<file path="config.mk">
export PLATFORM = sky130hd
export DESIGN_NAME = prog_fetch_split
export DESIGN_NICKNAME = d
export VERILOG_FILES = /design/src/rtl/prog_fetch_split.sv
export SDC_FILE = /design/constraint.sdc
export NUM_CORES = 1
export LEC_CHECK = 0
export BUFFER_PORTS_ARGS = -buffer_cell sky130_fd_sc_hd__buf_2
export CAP_MARGIN = 20
export CELL_PAD_IN_SITES_DETAIL_PLACEMENT = 1
export CELL_PAD_IN_SITES_GLOBAL_PLACEMENT = 1
export CORE_MARGIN = 5
export CORE_UTILIZATION = 35
export DETAILED_ROUTE_END_ITERATION = 12
export GPL_TIMING_DRIVEN = 0
export PLACE_DENSITY = 0.87
export RECOVER_POWER = 50
export REMOVE_ABC_BUFFERS = 1
export SLEW_MARGIN = 20
export SYNTH_ARGS = -nofsm -noshare
export SYNTH_HDL_FRONTEND = slang
export SYNTH_SLANG_ARGS = --single-unit
</file>
<file path="constraint.sdc">
create_clock -name clk -period 3.2 [get_ports clk]
set_clock_uncertainty 0.2 [all_clocks]
set_input_delay 0.16 -clock clk [delete_from_list [all_inputs] [get_ports clk]]
set_output_delay 0.16 -clock clk [all_outputs]
set_load 0.005 [all_outputs]
</file>
<file path="src/rtl/prog_fetch_split.sv">
module prog_fetch_split #(
  parameter int ADDR_W    = 16,
  parameter int DATA_W    = 8,
  parameter int CODE_W    = 3,
  parameter int MAX_CODE  = 5,
  parameter int RST_CODE  = 5,
  parameter int MIN_SHIFT = 10,
  parameter int WIN_LEN   = 4,
  parameter logic [DATA_W-1:0] KEY_A = 8'hAA,
  parameter logic [DATA_W-1:0] KEY_B = 8'h55
) (
  input  logic              clk,
  input  logic              rst_n,
  input  logic              fetch_req,
  input  logic [ADDR_W-1:0] fetch_addr,
  input  logic              ext_only_n,
  input  logic              cfg_we,
  input  logic              cfg_sel,
  input  logic [DATA_W-1:0] cfg_wdata,
  output logic              rom_sel,
  output logic              ext_fetch_n,
  output logic              cfg_reject
);

  localparam int CNT_W = $clog2(WIN_LEN + 1);

  logic [CODE_W-1:0] size_code;
  logic [CNT_W-1:0]  win_cnt;
  logic              key_a_seen;
  logic [ADDR_W:0]   limit;
  logic              below_limit;

  wire key_wr   = cfg_we && !cfg_sel;
  wire size_wr  = cfg_we && cfg_sel;
  wire win_open = (win_cnt != '0);
  wire code_ok  = (cfg_wdata[CODE_W-1:0] <= CODE_W'(MAX_CODE));
  wire accept   = size_wr && win_open && code_ok;
  wire unlock   = key_wr && (cfg_wdata == KEY_B) && key_a_seen;

  always_comb begin
    if (size_code == '0)
      limit = '0;
    else
      limit = (ADDR_W+1)'(1) << (int'(size_code) + MIN_SHIFT - 1);
  end

  assign below_limit = ({1'b0, fetch_addr} < limit);
  assign rom_sel     = fetch_req && ext_only_n && below_limit;
  assign ext_fetch_n = !(fetch_req && !rom_sel);

  always_ff @(posedge clk or negedge rst_n) begin
    if (!rst_n) begin
      size_code  <= CODE_W'(RST_CODE);
      win_cnt    <= '0;
      key_a_seen <= 1'b0;
      cfg_reject <= 1'b0;
    end else begin
      key_a_seen <= key_wr && (cfg_wdata == KEY_A);
      cfg_reject <= size_wr && !accept;
      if (accept)
        size_code <= cfg_wdata[CODE_W-1:0];
      if (unlock)
        win_cnt <= CNT_W'(WIN_LEN);
      else if (size_wr)
        win_cnt <= '0;
      else if (win_open)
        win_cnt <= win_cnt - 1'b1;
    end
  end

  a_r5_exclusive: assert property (@(posedge clk) disable iff (!rst_n)
    !(rom_sel && !ext_fetch_n));
  a_r5_idle_quiet: assert property (@(posedge clk) disable iff (!rst_n)
    !fetch_req |-> (!rom_sel && ext_fetch_n));
  a_r4_force_external: assert property (@(posedge clk) disable iff (!rst_n)
    (fetch_req && !ext_only_n) |-> (!rom_sel && !ext_fetch_n));
  a_r2_above_rom_external: assert property (@(posedge clk) disable iff (!rst_n)
    (fetch_req && fetch_addr >= ADDR_W'(1 << (MAX_CODE + MIN_SHIFT - 1))) |-> !rom_sel);
  a_r8_closed_write_dropped: assert property (@(posedge clk) disable iff (!rst_n)
    (size_wr && !win_open) |=> (cfg_reject && $stable(size_code)));
  a_r9_reserved_dropped: assert property (@(posedge clk) disable iff (!rst_n)
    (size_wr && (cfg_wdata[CODE_W-1:0] > CODE_W'(MAX_CODE))) |=> (cfg_reject && $stable(size_code) && !win_open));
  a_r6_write_lands: assert property (@(posedge clk) disable iff (!rst_n)
    accept |=> (size_code == $past(cfg_wdata[CODE_W-1:0]) && !cfg_reject));
  a_r11_window_bound: assert property (@(posedge clk) disable iff (!rst_n)
    win_cnt <= CNT_W'(WIN_LEN));
  a_r10_window_closes: assert property (@(posedge clk) disable iff (!rst_n)
    size_wr |=> !win_open);

endmodule

</file>
==> results_dict.tcl <==
set metrics [dict create \
    status "finished clean" \
    ir_worst_vdd_uv 415 \
    synth_xor_area_share_pct 0.976 \
    final-seq-area_um2 203 \
    dr_wl_met3_um 130 \
    fin_tns_setup_ps 0 \
    cts_buffer_depth 2 \
    drv_slew 0 \
    total_power_mw 0.835 \
    finalCriticalPeriod_ps 3140 \
    gp_congestion 0.776 \
    dr_total_vias 946 \
    critPathMaxStageDelay_ps 540 \
    die_w_um 60.6 \
    min_period_over_period_pct 98.0 \
    num_io_pins 33 \
    synth_edf_count 0 \
    synthArstFlopShare_pct 100 \
    crit_buf_inv 2 \
    synth_area_um2 897 \
    synth.area.top_cells "ha_1, dfrtp_1, dfstp_2" \
    portBuffers 32 \
    num_rows 18 \
    ys_ff_latch 8 \
    postRouteAntennaNets 0 \
    cp_max_fo 6 \
    final_area_um2 1290 \
    hp-class "input pin to flip-flop" \
    fmax_mhz 319 \
    synth_flop_cell "dfrtp_1" \
    drt-met1-wl_um 1060 \
    clkSinkCount 8 \
    grt_pass1_vias 1004 \
    drive_above_1_share_pct 35.3 \
    slowest_stage "dfstp_2" \
    layout_setup_ws_ps 64.2 \
    final_nets 199 \
    hold_viol 0 \
    syn_inst 100 \
    syn-mean-instance-area_um2 8.97 \
    clkTransAtPathRegs_ps 60 \
    final_util_pct 52.5 \
    antenna_found_initial 0 \
    multi_input_area_um2 753 \
    wire_per_inst_um 14.9 \
    synth.area.mux_share_pct 5.02 \
    routed_wl_um 2690 \
    drv_cap 0 \
    drt_iter0_drc 11 \
    startpoint_type "flip-flop" \
    p_clk_share_pct 10.5 \
    cts_buffers 3 \
    yosysWarningCount 0 \
    top_layer "met4" \
    cts-root-buf "clkbuf_4" \
    cp.required_ps 2840 \
    yosysTopAreaCell "ha_1" \
    critPathCaptureType "output port" \
    setup_violations 0 \
    ys_seq_area_share_pct 22.6 \
    power.switching_mw 0.361 \
    p_sw_share_pct 43.2 \
    track_usage_pct 15.3 \
    cpMostUsedCell "ha_4" \
    grt_start_max_net_pins 9 \
    synth_top_family_by_area "simple AND/OR/NAND/NOR gates" \
    fillCellCount 290 \
    diodes 0 \
    core_um2 2450 \
    syn_to_final_growth_pct 43.7 \
    yosys.area_share.simple_pct 25.7 \
    met2_length_um 1480 \
    hpwl_um 2050 \
    crit_path_cell_trace "nand2_2 -> inv_2 -> ha_4 -> or4b_4 -> ha_4 -> a21oi_2 -> o21ai_1 -> a211o_1 -> a211oi_2 -> buf_2" \
    grt_pass1_wl_um 4280 \
    synth_compound_area_share_pct 17.3 \
    synthAdderAreaFrac_pct 25.1 \
    die_h_um 60.6 \
    synthTopCellsByCount "ha_1, nand2_1, a21oi_1, inv_1, nor2_1" \
    pwr-share-seq_pct 22.7 \
    drc 0 \
    cts_tree "yes" \
    ys_types 35 \
    cell_internal_pwr_mw 0.475 \
    dp_slack_ps 118 \
    synth_top_cell_area_share_pct 25.1 \
    p_comb_share_pct 66.8 \
    first_pass_iters 4 \
    arrival_ps 2780 \
    vias_per_cell 5.26 \
    leakagePower_nw 0.599 \
    htreeDepth 1 \
    start_util_pct 36.5 \
    clk_latency_ps 260 \
    overflow 0 \
    crit_type "flip-flop to output port" \
    die-area_um2 3680 \
    yosysMostFrequentCell "ha_1" \
    cellPowerDensity_nw_per_um2 648 \
    critPathTopFamily "compound AO/OA/AOI/OAI gates" \
    dpl_cell_area_um2 1110 \
]
## registers in the layout, summed over array words and instances (netlist names)
name        count
cfg_reject      1
size_code       3
win_cnt         3
key_a_seen      1
## area by class of cell
| type | instances | share of cell area [%] |
|---|---|---|
| multi-input combinational | 90 | 58.4 |
| timing repair buffer | 41 | 18.8 |
| sequential | 8 | 15.7 |
| tap | 30 | 2.91 |
| clock buffer | 4 | 2.04 |
| inverter | 7 | 2.04 |
## kinds of logic (layout without fill, tap and decap cells)
group / count (synthesis) / in the layout
AO/OA/AOI/OAI: 21 / 21
adder cells (fa/ha/maj): 18 / 18
other: 1 / 6
AND/OR/NAND/NOR: 40 / 40
XOR/XNOR: 1 / 1
multiplexers: 4 / 4
flip-flops: 8 / 8
buffers and inverters: 7 / 52
## layer usage
metal | vias up | track usage [%]
met3 | 2 | 2.13
met5 | - | 0
li1 | 468 | -
met1 | 453 | 18.7
met4 | 0 | 2.79
met2 | 23 | 28.4
## layout by cell type (no fill, tap or decap), types with 3 or more instances in the layout
cell type / count
conb_1: 6
clkbuf_1: 3
clkbuf_4: 3
nor2_1: 7
inv_1: 6
dlygate4sd3_1: 7
a211o_1: 3
a21oi_1: 6
nand4_1: 3
dfrtp_1: 6
nand3_1: 3
ha_1: 16
nand2_1: 11
buf_2: 30
## final timing paths
check | end | cells past startpoint | startpoint | slack [ps]
setup reg to reg | size_code[1] | 5 | win_cnt[0] | 1340
hold reg to reg | win_cnt[1] | 2 | win_cnt[1] | 320
setup / recovery | rom_sel | 10 | size_code[0] | 60
min in group asynchronous | win_cnt[1] | 2 | rst_n | 160
max in group asynchronous | size_code[2] | 2 | rst_n | 2300
hold / removal | cfg_reject | 3 | cfg_sel | 1
## worst reg2reg max path, cell delays in order (launching register included)
cell     delay (ps)
dfrtp_1         360
inv_1           110
ha_1            180
nor2b_1         310
a211o_1         230
mux2_2          350
## through the flow
stage          cells  hold slack [ps]
2_1_floorplan    105             -336
3_3_place_gp     167             -193
3_5_place_dp     167             -189
4_1_cts          179             8.27
5_1_grt          180             17.5
6_report         180            0.985
## power by group through the flow
stage,combinational (mW),clock (mW),sequential (mW)
after global routing,0.622,0.0950,0.196
after detailed placement,0.435,0,0.191
after CTS,0.493,0.0879,0.185
after floorplan,0.328,0,0.179
after global placement,0.402,0,0.187
final,0.558,0.0875,0.190
## what timing repair did
action                                  4_1_cts  5_1_grt
buffers inserted                              1        1
pin swaps                                     1        3
hold buffers                                  7        0
hold endpoints to repair                     12        0
resized for setup                             3        9
endpoints found under the setup margin        2        2
Power figures use the tool's default switching activity.
